$ cat config.mk
export PLATFORM = sky130hd
export DESIGN_NAME = lcd_init_seq
export DESIGN_NICKNAME = d
export VERILOG_FILES = /design/src/rtl/lcd_init_pkg.sv /design/src/rtl/lcd_init_script.sv /design/src/rtl/lcd_bus_writer.sv /design/src/rtl/lcd_init_ctrl.sv /design/src/rtl/lcd_pin_map.sv /design/src/rtl/lcd_init_seq.sv
export SDC_FILE = /design/constraint.sdc
export NUM_CORES = 1
export LEC_CHECK = 0
export ABC_AREA = 0
export ABC_CLOCK_PERIOD_IN_PS = 4280
export BUFFER_PORTS_ARGS = -buffer_cell sky130_fd_sc_hd__buf_4
export CAP_MARGIN = 20
export CORE_ASPECT_RATIO = 1.25
export CORE_MARGIN = 1.5
export CORE_UTILIZATION = 34
export CTS_CLUSTER_DIAMETER = 60
export DETAILED_ROUTE_END_ITERATION = 16
export SKIP_LAST_GASP = 1
export SLEW_MARGIN = 20
export SYNTH_ARGS = -nofsm -noshare
export SYNTH_HDL_FRONTEND = slang
export SYNTH_SLANG_ARGS = --single-unit
$ cat constraint.sdc
create_clock -name clk -period 4.28 [get_ports clk]
set_clock_uncertainty 0.1 [all_clocks]
set_input_delay 0.428 -clock clk [delete_from_list [all_inputs] [get_ports clk]]
set_output_delay 0.428 -clock clk [all_outputs]
set_load 0.01 [all_outputs]
$ cat src/rtl/lcd_init_pkg.sv
// Package: shared types and the setup script for the LCD setup sequencer.
// Assumes the script is fixed at eight instruction bytes issued in order.
package lcd_init_pkg;

    localparam int unsigned N_STEPS = 8;
    localparam int unsigned STEP_W  = $clog2(N_STEPS);

    typedef enum logic [2:0] {
        SQ_IDLE,
        SQ_RESET,
        SQ_RECOVER,
        SQ_RUN,
        SQ_DONE
    } seq_state_t;

    typedef enum logic [2:0] {
        WP_IDLE,
        WP_SETUP,
        WP_PULSE,
        WP_HOLD,
        WP_GAP
    } wr_phase_t;

    // Instruction byte for each step of the setup script.
    function automatic logic [7:0] script_byte(input logic [STEP_W-1:0] idx);
        logic [7:0] b;
        case (idx)
            3'd0:    b = 8'hAE;  // display off
            3'd1:    b = 8'hC0;  // start line 0
            3'd2:    b = 8'hA4;  // static drive off
            3'd3:    b = 8'h00;  // column 0
            3'd4:    b = 8'hB8;  // page 0
            3'd5:    b = 8'hA9;  // duty 1/32
            3'd6:    b = 8'hA0;  // forward column direction
            default: b = 8'hEE;  // read-modify-write end
        endcase
        return b;
    endfunction

endpackage

$ cat src/rtl/lcd_init_script.sv
// Module: lcd_init_script
// Maps a step index to its instruction byte. Purely combinational.
// Assumes the index never exceeds N_STEPS-1.
module lcd_init_script
    import lcd_init_pkg::*;
(
    input  logic [STEP_W-1:0] step_idx,
    output logic [7:0]        step_byte
);

    // Look up the byte for the requested step.
    always_comb begin
        step_byte = script_byte(step_idx);
    end

endmodule

$ cat src/rtl/lcd_bus_writer.sv
// Module: lcd_bus_writer
// Runs one instruction write as setup, strobe and hold phases, followed
// by a one-cycle bus-idle gap. During the gap it can accept the next
// request back to back. The output is bus-neutral; pin mapping per mode
// happens elsewhere. Assumes every phase length is at least 1.
module lcd_bus_writer
    import lcd_init_pkg::*;
#(
    parameter int unsigned SETUP_CYC = 2,
    parameter int unsigned PULSE_CYC = 3,
    parameter int unsigned HOLD_CYC  = 2
) (
    input  logic       clk,
    input  logic       rst_n,
    input  logic       go,
    input  logic [7:0] go_byte,
    output logic       ready,
    output logic       wr_done,
    output logic       in_cycle,
    output logic       strobe_on,
    output logic [7:0] bus_byte
);

    localparam int unsigned MAX_SP = (SETUP_CYC > PULSE_CYC) ? SETUP_CYC : PULSE_CYC;
    localparam int unsigned MAX_PH = (MAX_SP > HOLD_CYC) ? MAX_SP : HOLD_CYC;
    localparam int unsigned CW     = $clog2(MAX_PH + 1);
    localparam logic [CW-1:0] SU_LAST = CW'(SETUP_CYC - 1);
    localparam logic [CW-1:0] PW_LAST = CW'(PULSE_CYC - 1);
    localparam logic [CW-1:0] HD_LAST = CW'(HOLD_CYC - 1);

    wr_phase_t   phase;
    logic [CW-1:0] cnt;
    logic [7:0]  byte_q;

    // Phase sequencing and byte capture for one write.
    always_ff @(posedge clk) begin
        if (!rst_n) begin
            phase  <= WP_IDLE;
            cnt    <= '0;
            byte_q <= '0;
        end else begin
            case (phase)
                WP_IDLE, WP_GAP: begin
                    if (go) begin
                        phase  <= WP_SETUP;
                        cnt    <= '0;
                        byte_q <= go_byte;
                    end else begin
                        phase <= WP_IDLE;
                    end
                end
                WP_SETUP: begin
                    if (cnt == SU_LAST) begin
                        phase <= WP_PULSE;
                        cnt   <= '0;
                    end else begin
                        cnt <= cnt + CW'(1);
                    end
                end
                WP_PULSE: begin
                    if (cnt == PW_LAST) begin
                        phase <= WP_HOLD;
                        cnt   <= '0;
                    end else begin
                        cnt <= cnt + CW'(1);
                    end
                end
                WP_HOLD: begin
                    if (cnt == HD_LAST) begin
                        phase <= WP_GAP;
                        cnt   <= '0;
                    end else begin
                        cnt <= cnt + CW'(1);
                    end
                end
                default: phase <= WP_IDLE;
            endcase
        end
    end

    // Bus-neutral view of the write in progress.
    always_comb begin
        ready     = (phase == WP_IDLE) || (phase == WP_GAP);
        wr_done   = (phase == WP_GAP);
        in_cycle  = (phase == WP_SETUP) || (phase == WP_PULSE) || (phase == WP_HOLD);
        strobe_on = (phase == WP_PULSE);
        bus_byte  = in_cycle ? byte_q : 8'h00;
    end

    AST_GO_WHEN_FREE: assert property (@(posedge clk) disable iff (!rst_n)
        go |-> (phase == WP_IDLE || phase == WP_GAP));

    AST_BYTE_STABLE: assert property (@(posedge clk) disable iff (!rst_n)
        (phase == WP_PULSE || phase == WP_HOLD) |-> $stable(byte_q));

    AST_PULSE_AFTER_SETUP: assert property (@(posedge clk) disable iff (!rst_n)
        $rose(strobe_on) |-> $past(phase) == WP_SETUP);

endmodule

$ cat src/rtl/lcd_init_ctrl.sv
// Module: lcd_init_ctrl
// Top-level sequencing: accepts start, latches the bus mode, times the
// reset pulse and recovery wait, then steps through the script by
// handing bytes to the writer. Assumes RST_CYC and REC_CYC are at least 1.
module lcd_init_ctrl
    import lcd_init_pkg::*;
#(
    parameter int unsigned RST_CYC = 16,
    parameter int unsigned REC_CYC = 8
) (
    input  logic              clk,
    input  logic              rst_n,
    input  logic              start,
    input  logic              bus_mode,
    input  logic              wr_done,
    input  logic              wr_ready,
    input  logic              wr_active,
    output logic              wr_go,
    output logic [STEP_W-1:0] wr_idx,
    output logic              mode_q,
    output logic              rst_active,
    output logic              busy,
    output logic              done
);

    localparam int unsigned MAX_T = (RST_CYC > REC_CYC) ? RST_CYC : REC_CYC;
    localparam int unsigned TW    = $clog2(MAX_T + 1);
    localparam logic [TW-1:0] RST_LAST = TW'(RST_CYC - 1);
    localparam logic [TW-1:0] REC_LAST = TW'(REC_CYC - 1);
    localparam logic [STEP_W-1:0] STEP_LAST = STEP_W'(N_STEPS - 1);

    seq_state_t        state;
    logic [TW-1:0]     tcnt;
    logic [STEP_W-1:0] step;

    // Sequence state, timer, step index and mode latch.
    always_ff @(posedge clk) begin
        if (!rst_n) begin
            state  <= SQ_IDLE;
            tcnt   <= '0;
            step   <= '0;
            mode_q <= 1'b0;
        end else begin
            case (state)
                SQ_IDLE, SQ_DONE: begin
                    mode_q <= bus_mode;
                    if (start) begin
                        state <= SQ_RESET;
                        tcnt  <= '0;
                    end
                end
                SQ_RESET: begin
                    if (tcnt == RST_LAST) begin
                        state <= SQ_RECOVER;
                        tcnt  <= '0;
                    end else begin
                        tcnt <= tcnt + TW'(1);
                    end
                end
                SQ_RECOVER: begin
                    if (tcnt == REC_LAST) begin
                        state <= SQ_RUN;
                        step  <= '0;
                        tcnt  <= '0;
                    end else begin
                        tcnt <= tcnt + TW'(1);
                    end
                end
                SQ_RUN: begin
                    if (wr_done) begin
                        if (step == STEP_LAST) begin
                            state <= SQ_DONE;
                        end else begin
                            step <= step + STEP_W'(1);
                        end
                    end
                end
                default: state <= SQ_IDLE;
            endcase
        end
    end

    // Write requests: first one at the end of recovery, then one per gap.
    always_comb begin
        wr_go  = ((state == SQ_RECOVER) && (tcnt == REC_LAST)) ||
                 ((state == SQ_RUN) && wr_done && (step != STEP_LAST));
        wr_idx = (state == SQ_RUN) ? step + STEP_W'(1) : '0;
    end

    // Status decode.
    always_comb begin
        rst_active = (state == SQ_RESET);
        busy       = (state == SQ_RESET) || (state == SQ_RECOVER) || (state == SQ_RUN);
        done       = (state == SQ_DONE);
    end

    AST_NO_WRITE_IN_RESET: assert property (@(posedge clk) disable iff (!rst_n)
        (state == SQ_RESET || state == SQ_RECOVER) |-> !wr_active);

    AST_GO_ACCEPTED: assert property (@(posedge clk) disable iff (!rst_n)
        wr_go |-> wr_ready);

    AST_MODE_FROZEN: assert property (@(posedge clk) disable iff (!rst_n)
        (busy && $past(busy)) |-> $stable(mode_q));

    AST_DONE_AFTER_LAST: assert property (@(posedge clk) disable iff (!rst_n)
        $rose(done) |-> $past(step) == STEP_LAST);

endmodule

$ cat src/rtl/lcd_pin_map.sv
// Module: lcd_pin_map
// Translates the bus-neutral write view into pin levels for the selected
// bus style and sets the reset line polarity. Purely combinational.
// Assumes mode_8080 is held stable for the whole run.
module lcd_pin_map (
    input  logic mode_8080,
    input  logic rst_active,
    input  logic in_cycle,
    input  logic strobe_on,
    output logic pin_reset,
    output logic pin_csn,
    output logic pin_sel,
    output logic pin_a,
    output logic pin_b
);

    // Reset polarity: active-high for 8080 style, active-low for 6800 style.
    always_comb begin
        pin_reset = mode_8080 ? rst_active : ~rst_active;
    end

    // Strobe, direction and select pins for each bus style.
    always_comb begin
        pin_csn = ~in_cycle;
        pin_sel = ~in_cycle;
        if (mode_8080) begin
            pin_a = 1'b1;          // read strobe never used
            pin_b = ~strobe_on;    // write strobe, low pulse
        end else begin
            pin_a = strobe_on;     // enable, high pulse
            pin_b = ~in_cycle;     // read/write low during a write
        end
    end

endmodule

$ cat src/rtl/lcd_init_seq.sv
// Module: lcd_init_seq (top)
// Power-on setup sequencer for a parallel-bus LCD controller. Wires the
// control FSM, the script table, the write-cycle engine and the pin map.
// Assumes a synchronous active-low reset and all timing parameters >= 1.
module lcd_init_seq
    import lcd_init_pkg::*;
#(
    parameter int unsigned RST_CYC   = 16,
    parameter int unsigned REC_CYC   = 8,
    parameter int unsigned SETUP_CYC = 2,
    parameter int unsigned PULSE_CYC = 3,
    parameter int unsigned HOLD_CYC  = 2
) (
    input  logic       clk,
    input  logic       rst_n,
    input  logic       start,
    input  logic       bus_mode,
    output logic       ctl_reset,
    output logic       ctl_csn,
    output logic       ctl_sel,
    output logic       ctl_en_rdn,
    output logic       ctl_rw_wrn,
    output logic [7:0] ctl_dat,
    output logic       busy,
    output logic       done
);

    logic              wr_go;
    logic              wr_ready;
    logic              wr_done;
    logic              wr_active;
    logic              strobe_on;
    logic [STEP_W-1:0] wr_idx;
    logic [7:0]        next_byte;
    logic              mode_q;
    logic              rst_active;

    lcd_init_ctrl #(
        .RST_CYC (RST_CYC),
        .REC_CYC (REC_CYC)
    ) u_ctrl (
        .clk        (clk),
        .rst_n      (rst_n),
        .start      (start),
        .bus_mode   (bus_mode),
        .wr_done    (wr_done),
        .wr_ready   (wr_ready),
        .wr_active  (wr_active),
        .wr_go      (wr_go),
        .wr_idx     (wr_idx),
        .mode_q     (mode_q),
        .rst_active (rst_active),
        .busy       (busy),
        .done       (done)
    );

    lcd_init_script u_script (
        .step_idx  (wr_idx),
        .step_byte (next_byte)
    );

    lcd_bus_writer #(
        .SETUP_CYC (SETUP_CYC),
        .PULSE_CYC (PULSE_CYC),
        .HOLD_CYC  (HOLD_CYC)
    ) u_writer (
        .clk       (clk),
        .rst_n     (rst_n),
        .go        (wr_go),
        .go_byte   (next_byte),
        .ready     (wr_ready),
        .wr_done   (wr_done),
        .in_cycle  (wr_active),
        .strobe_on (strobe_on),
        .bus_byte  (ctl_dat)
    );

    lcd_pin_map u_pins (
        .mode_8080  (mode_q),
        .rst_active (rst_active),
        .in_cycle   (wr_active),
        .strobe_on  (strobe_on),
        .pin_reset  (ctl_reset),
        .pin_csn    (ctl_csn),
        .pin_sel    (ctl_sel),
        .pin_a      (ctl_en_rdn),
        .pin_b      (ctl_rw_wrn)
    );

    AST_DONE_BUS_IDLE: assert property (@(posedge clk) disable iff (!rst_n)
        done |-> (ctl_csn && !busy));

    AST_SEL_IN_WRITE: assert property (@(posedge clk) disable iff (!rst_n)
        !ctl_csn |-> !ctl_sel);

endmodule

* Word level (Yosys, flattened, before mapping) *
Index checks and enable logic that the tools add are counted.

storage, ports and cells
  bits in registers = 25
  input port bits = 4
  word-level logic and storage cells = 95

operators by class
  add/sub/neg operators = 3
  eq/ne operators = 30
  multiplexer cells = 29
  bitwise logic cells = 3
  reductions and logical operators = 23

operator list
  cell                                                             number
  8-bit case mux with 7 select lines                               1
  3-bit two-way mux                                                12
  3-bit case mux with 4 select lines                               2
  3-bit by 2-bit == test with 1-bit output, second input constant  6
  3-bit == test, second input constant                             6
  5-bit two-way mux                                                3
  5-bit case mux with 3 select lines                               1
  2-bit != test, second input constant                             6
  3-bit by 1-bit == test with 1-bit output, second input constant  3
  3-bit zero test                                                  3
  8-bit two-way mux                                                1
  2-bit by 1-bit != test with 1-bit output, second input constant  4
  2-bit two-way mux                                                3
  2-bit case mux with 3 select lines                               1
  3-bit case mux with 2 select lines                               1
  2-bit AND reduction                                              3
  3-bit nonzero test                                               2
  2-bit OR reduction                                               3
  5-bit by 1-bit adder with 5-bit output, second input constant    1
  5-bit by 3-bit == test with 1-bit output, second input constant  1
  5-bit by 4-bit == test with 1-bit output, second input constant  1
  1-bit logical OR                                                 5
  5-bit AND reduction                                              1
  1-bit two-way mux                                                4
  other kinds (10)                                                 14

* Depth between registers and ports, before layout *
Gate-level depths: netlist (run 1).

  depth after elaboration = 6
  gate-level depth with buffers = 8
  depth with buffers taken out = 8

* Cells and area by module *
Synthesis (run 1) repeated with hierarchy kept, for this count alone.

unflattened totals
  cells, all modules = 178
  area, all modules = 1503.9 µm²

modules (own cells, without submodules)
  module           times used  cells an instance  area each (µm²)  seq. area each (µm²)
  lcd_init_ctrl    1           96                 789.5            240.2
  lcd_bus_writer   1           65                 609.3            260.2
  lcd_init_script  1           12                 68.8             0.0
  lcd_pin_map      1           5                  36.3             0.0

* Least setup slack after synthesis (run 1) *
OpenSTA, ideal clock, no wires.

  kind = flip-flop to flip-flop
  start point = register u_ctrl.tcnt[0]
  end point = register u_ctrl.tcnt[3]
  library setup time = 74 ps
  arrival time = 1672 ps
  slack = 2433 ps
  stages on the path, launching flop included = 9
  path buffers = 0
  period minus slack after synthesis = 1847 ps
  path through = dfxtp_1 -> ha_1 -> nand3_1 -> inv_1 -> ha_1 -> nor4b_2 -> a21oi_1 -> or3_1 -> a31oi_1

on the way
  cells in the longest elaborated chain, start to end = 3
  elaborated cells on any way between the ends = 6
  those cells by class = add/sub (1); eq/ne (2); mux (3)

RTL lines
  item                                                                  line                                      RTL
  start: declaration                                                    lcd_init_ctrl.sv:33                       logic [TW-1:0] tcnt;
  start signal: assignment                                              lcd_init_ctrl.sv:57                       tcnt <= tcnt + TW'(1);
  start signal: assignment                                              lcd_init_ctrl.sv:66                       tcnt <= tcnt + TW'(1);
  5-bit by 1-bit adder with 5-bit output, or another cell as far along  lcd_init_ctrl.sv:57, lcd_init_ctrl.sv:66
  5-bit two-way mux, on equally long branches                           lcd_init_ctrl.sv:61, lcd_init_ctrl.sv:53
  5-bit case mux with 3 select lines *                                  lcd_init_ctrl.sv:44                       case (state)

Mark *: on every way between the ends. The rest lies on a longest branch, timed or not.
A chain may end at the register's enable or synchronous reset.

* Worst setup path after layout (run 1) *
  start point = register u_writer.phase[0]
  end point = output ctl_dat[3]

on the way
  cells in the longest elaborated chain, start to end = 4
  elaborated cells on any way between the ends = 6
  those cells by class = eq/ne (3); mux (1); reduce/logical (2)

RTL lines
  item                                                                                                  line                  RTL
  start: declaration                                                                                    lcd_bus_writer.sv:31  wr_phase_t phase;
  start signal: assignment                                                                              lcd_bus_writer.sv:38  phase <= WP_IDLE;
  start signal: assignment                                                                              lcd_bus_writer.sv:45  phase <= WP_SETUP;
  start signal: assignment                                                                              lcd_bus_writer.sv:49  phase <= WP_IDLE;
  3-bit by 1-bit == test with 1-bit output or 3-bit by 2-bit == test with 1-bit output (tied branches)  lcd_bus_writer.sv:85  in_cycle = (phase == WP_SETUP) || (phase == WP_PULSE) || (phase == WP_HOLD);
  1-bit logical OR                                                                                      lcd_bus_writer.sv:85
  1-bit logical OR *                                                                                    lcd_bus_writer.sv:85
  8-bit two-way mux *                                                                                   lcd_bus_writer.sv:87  bus_byte = in_cycle ? byte_q : 8'h00;
  end: declaration                                                                                      lcd_init_seq.sv:23    output logic [7:0] ctl_dat,

Marks and branches as above.

==> metrics.txt, run 1 <==
outcome finished clean; Hold Crit Endpoint u_ctrl.mode_q; area of the core 4130 µm²; Critical Path RT 3750 ps; cts bufs inserted 3; # diodes 0; via count 1306; pwr dens 374 nW/µm²; width of the die 62.2 µm; Worst Setup End Kind output pin; drt drc 0; Ys Warns 0; Final WS setup 2000 ps; mapped cell area 1490 µm²; final period demand of the worst path 2280 ps; Skew-Pair Late Insertion Delay 270 ps; global-route wire length before repair 5500 µm; Syn Area/Cell 8.23 µm²; Placer Congestion 0.806; drt pass-1 iters 4; P&R area growth vs syn 13.2%; sequential share of the synthesized area 33.6%; worst r2r src u_ctrl.tcnt[0]; hold wc startpoint bus_mode; post-detailed-route wirelength per cell 12.9 µm; GRT Overall Usage 14.0%; Via density 5.29; setup TNS 0 ps; CTS root buf clkbuf_8; Place WS 2240 ps; Die H 77.0 µm; synth cell count leaders dfxtp_1, nand2_1, a21oi_1, nor2_1, and2_1; Hold Crit Depth 3; layout cell share with drive strength beyond 1 14.7%; CTS sink cnt 25; Final Hold Fails 0; Final #Nets 201; Async SR Flop Fraction 0%; number of enable flip-flop cells after synthesis 0; drt total wl 3180 µm; Unique masters post-synth 49; initial core utilization 36.0%; initial antenna violation count 0; Setup Buffers After CTS 0; Storage cell area 500 µm²; Longest Clk Path Bufs 2; post-layout util 40.8%; CTS tree yes; Max Slew Vio Count 0; hpwl dp 2300 µm; # rows 26; reg2reg end u_ctrl.tcnt[3]; crit share post-route 53.3%; Gate Count Post-Synth 181; hold crit path type input port to flop; Max Fclk 438 MHz; vias in the first global route 1188; critical path fanouts, max 12; # IOs 19; Synth Flop Type dfxtp_1; Final Power 630 µW; maximum vdd drop 0.176 mV; CP Class flop to output pin; filler cell count 442; worst hold slack 298 ps; Port Buffers 18; post-synth net total 190; Worst EP arrival 1750 ps; top cells by area, synth dfxtp_1, a21oi_1, mux2i_1; H-tree depth 1; Startpoint Class flop; largest net degree at the start of global routing 21; dominant cell type by area after synthesis dfxtp_1; most frequent cell after synthesis dfxtp_1; Synth top area share 33.6%; GR Overflow Total 0; FF+latch count, synth 25; endpoints failing setup 0; max-cap viol count 0; area used by multi-input combinational logic 907 µm²; die area 4790 µm²; slew margin rel. 57.0%; hold buffers post-CTS 0; Worst-Margin Slew 643 ps; CTS resizes 0; initial DRC count 94; Clock Pin Slew Worst Setup and Hold Paths 90 ps; Leakage 0.000655 µW; r2r setup slk 2250 ps; RSZ-0062 raised after global routing false; remaining antenna violation count 0; FF-to-FF path depth 8
-- cell type report --
class	count	share of cell area (%)
multi-input combinational	137	53.8
clock inverter	1	0.297
timing repair buffer	18	8.02
sequential	25	29.7
tap	56	4.16
inverter	7	1.56
clock buffer	3	2.45
-- where the power goes --
group	internal (µW)	switching [µW]	total [µW]	leakage [µW]
clock	65.3	80.0	145	0.0000255
sequential	249	43.3	292	0.000202
combinational	86.1	106	192	0.000428
-- worst max path at each step --
stage	endpoint	slack, ps	cells after the start	startpoint
final	ctl_dat[3]	2000	4	u_writer.phase[0]
after global routing	ctl_sel	1750	4	u_writer.phase[0]
after CTS	ctl_csn	1930	4	u_writer.phase[0]
after detailed placement	ctl_csn	2240	4	u_writer.phase[0]
after global placement	ctl_sel	2260	4	u_writer.phase[0]
after floorplan	u_ctrl.tcnt[3]	2430	8	u_ctrl.tcnt[0]
-- cells by family (layout without fill, tap and decap cells) --
logic type / count (synthesis) / after routing / synth area share [%]
compound gates: 41 / 41 / 19.2
xor+xnor: 3 / 3 / 1.77
fa+ha+maj: 6 / 6 / 4.87
buf+inv: 19 / 29 / 5.46
flops: 25 / 25 / 33.6
mux: 7 / 7 / 4.71
simple gates: 80 / 80 / 30.3
-- state kept, by name (all words and copies together) (netlist names) --
register         count
u_ctrl.state         3
u_ctrl.tcnt          5
u_ctrl.mode_q        1
u_writer.byte_q      8
u_ctrl.step          3
u_writer.phase       3
u_writer.cnt         2
-- routing by layer --
layer | share of wire [%] | track usage (%) | vias up | wire length [µm]
li1 | - | - | 674 | -
met1 | 48 | 18.8 | 606 | 1530
met2 | 47 | 23.0 | 21 | 1500
met3 | 2.7 | 1.32 | 5 | 87
met4 | 1.8 | 6.00 | 0 | 57
met5 | 0 | 0 | - | 0
-- cell usage in the layout, fill, tap and decap left out, drive strengths merged, types with 2 or more instances in the layout --
cell      n
o221a     3
nand4     2
mux2i     7
buf      18
or4       2
and3b     2
a2111oi   2
a21oi    15
ha        5
nor3b     3
dfxtp    25
and2     10
nor3      6
o21ai     6
a21o      2
xor2      2
or3       2
inv       7
nand3b    2
nand2b    5
nand2    16
nand4bb   2
nor2     14
nor4      2
nand3     9
clkbuf    3
-- worst max-delay path, cell delays in order (launching register included) --
cell	delay, ps
dfxtp_1	520
nor2_1	120
nor2_1	500
and2_1	220
buf_4	120
-- stage by stage --
stage / instances / instance area, µm²
after global routing: 247 / 1690
after global placement: 243 / 1640
after floorplan: 181 / 1490
after detailed placement: 243 / 1640
final: 247 / 1690
after CTS: 247 / 1690
No activity file was read; power rests on OpenSTA's default activity.
==> inputs of run 2 (changes only) <==
- ABC_AREA: 0 -> 1
- ABC_CLOCK_PERIOD_IN_PS: 4280 -> 2300
- clock period: 4.28 -> 2.3 ns (I/O delays scaled with it)
==> metrics.txt, run 2 <==
initial core utilization 35.4%; post-layout util 41.0%; hold crit path type input port to flop; width of the die 61.2 µm; Async SR Flop Fraction 0%; Startpoint Class flop; Sw Ratio 42.2%; Leakage 0.000730 µW; max-cap viol count 0; most frequent cells in the layout nor2_1, nand2_1, inv_1; Switch Pwr 639 µW; CTS tree yes; H-tree depth 1; synth cell count leaders nor2_1, nand2_1, inv_1, dfxtp_1, o21ai_0; count of non-filler cells in the finished layout 304; Clk pwr share 17.2%; Synth top area share 34.7%; outcome finished clean; commonest non-fill, non-tap cell in the layout nor2_1; Crit path top cell by count nor2_1; hpwl dp 2190 µm; hold buffers post-CTS 0; initial DRC count 54; Syn Area/Cell 6.29 µm²; Via density 4.54; Critical Path RT 2370 ps; maximum vdd drop 0.281 mV; Top Registers u_writer.byte_q: 8 flops, u_ctrl.tcnt: 5 flops; CP Class flop to flop; CTS root buf clkbuf_8; pwr dens 908 nW/µm²; FF-to-FF path depth 9; drt pass-1 iters 4; die area 4640 µm²; # diodes 0; filler cell count 455; final period demand of the worst path 1720 ps; Hold Crit Depth 3; Crit path largest cell delay 360 ps; RSZ-0062 raised after global routing false; P&R area growth vs syn 15.7%; most frequent cell after synthesis nor2_1; post-detailed-route wirelength per cell 9.39 µm; Gate Count Post-Synth 229; global-route wire length before repair 4940 µm; sequential share of power 37.8%; Final Hold Fails 0; dpl cells 300; crit path cell chain ha_1 -> ha_1 -> inv_1 -> nor2_1 -> inv_1 -> nand3_1 -> nand2_1 -> nor2_1 -> nor2_1; # rows 26; via count 1379; Worst Setup End Kind flop; Die H 75.8 µm; CTS resizes 0; Max Fclk 581 MHz; Combinational Power Share 45.0%; Setup Buffers After CTS 0; layout cell share with drive strength beyond 1 14.5%; Worst-Margin Slew 305 ps; remaining antenna violation count 0; critical path fanouts, max 5; endpoints failing setup 0; GRT Overall Usage 13.9%; initial antenna violation count 0; P_int 876 µW; slew margin rel. 79.5%; Final #Nets 258; Worst EP arrival 1790 ps; post-synth net total 238; cts bufs inserted 3; dominant cell type by area after synthesis dfxtp_1; Port Buffers 18; mapped cell area 1440 µm²; Placer Congestion 0.801; Ys Warns 0; number of flip-flops in the largest register 8; sequential share of the synthesized area 34.7%; area of the core 4070 µm²; largest net degree at the start of global routing 17; GR Overflow Total 0; Synth Flop Type dfxtp_1; Unique masters post-synth 25; CTS sink cnt 25; setup TNS 0 ps; Skew-Pair Late Insertion Delay 270 ps; drt drc 0; top cells by area, synth dfxtp_1, nor2_1, nand2_1; crit share post-route 74.8%; drt total wl 2860 µm; Most flops, register u_writer.byte_q; FF+latch count, synth 25; # IOs 19; Clock Pin Slew Worst Setup and Hold Paths 90 ps; slowest CP cell dfxtp_1; Max Slew Vio Count 0; number of enable flip-flop cells after synthesis 0; vias in the first global route 1184; Longest Clk Path Bufs 2
## run 2: per-layer routing
metal / routed length, µm / track usage, % / share of wire [%]
met3: 62 / 2.04 / 2.2
met4: 46 / 6.52 / 1.6
met2: 1370 / 24.7 / 48
met1: 1370 / 16.2 / 48
met5: 0 / 0 / 0
## run 2: final timing paths
kind / startpoint / end / slack [ps]
worst max-delay path: u_ctrl.step[0] / u_writer.byte_q[6] / 580
worst min-delay path: bus_mode / u_ctrl.mode_q / 130
worst max register to register: u_ctrl.step[0] / u_writer.byte_q[6] / 580
worst min register to register: u_ctrl.step[1] / u_ctrl.step[1] / 390
## run 2: cell type report
cell class / count / area [µm²] / area share [%]
inverter: 35 / 131 / 7.88
multi-input combinational: 166 / 786 / 47.1
tap: 56 / 70.1 / 4.20
clock buffer: 4 / 45.0 / 2.70
sequential: 25 / 500 / 30.0
timing repair buffer: 18 / 135 / 8.10
## run 2: per-stage QoR
step | setup slack, ps | area, µm² | hold slack, ps | total power [µW]
floorplan | 776 | 1440 | 266 | 1070
global placement | 617 | 1620 | 378 | 1270
detailed placement | 596 | 1620 | 383 | 1270
CTS | 575 | 1670 | 130 | 1530
global route | 388 | 1670 | 164 | 1660
finish | 579 | 1670 | 132 | 1510
## run 2: power groups by stage
stage	logic [µW]	registers (µW)	clock network [µW]
6_report	681	573	260
5_1_grt	791	582	287
4_1_cts	692	571	272
3_5_place_dp	691	581	0
3_3_place_gp	687	581	0
2_1_floorplan	506	565	0
## run 2: worst max-delay path, delay by kind of cell, from the launching register on
kind / cells / cell delay (ps)
adders and majority gates: 2 / 490
buffers and inverters: 2 / 170
DFF: 1 / 360
and+or+nand+nor: 5 / 490
## run 2: cells by family (layout without fill, tap and decap cells)
logic type      after synthesis  in the layout  share of synthesized area (%)
xor+xnor                      2              2                           1.22
compound gates               32             32                           12.0
flops                        25             25                           34.7
simple gates                127            127                           37.0
buf+inv                      38             57                           10.8
fa+ha+maj                     5              5                           4.34
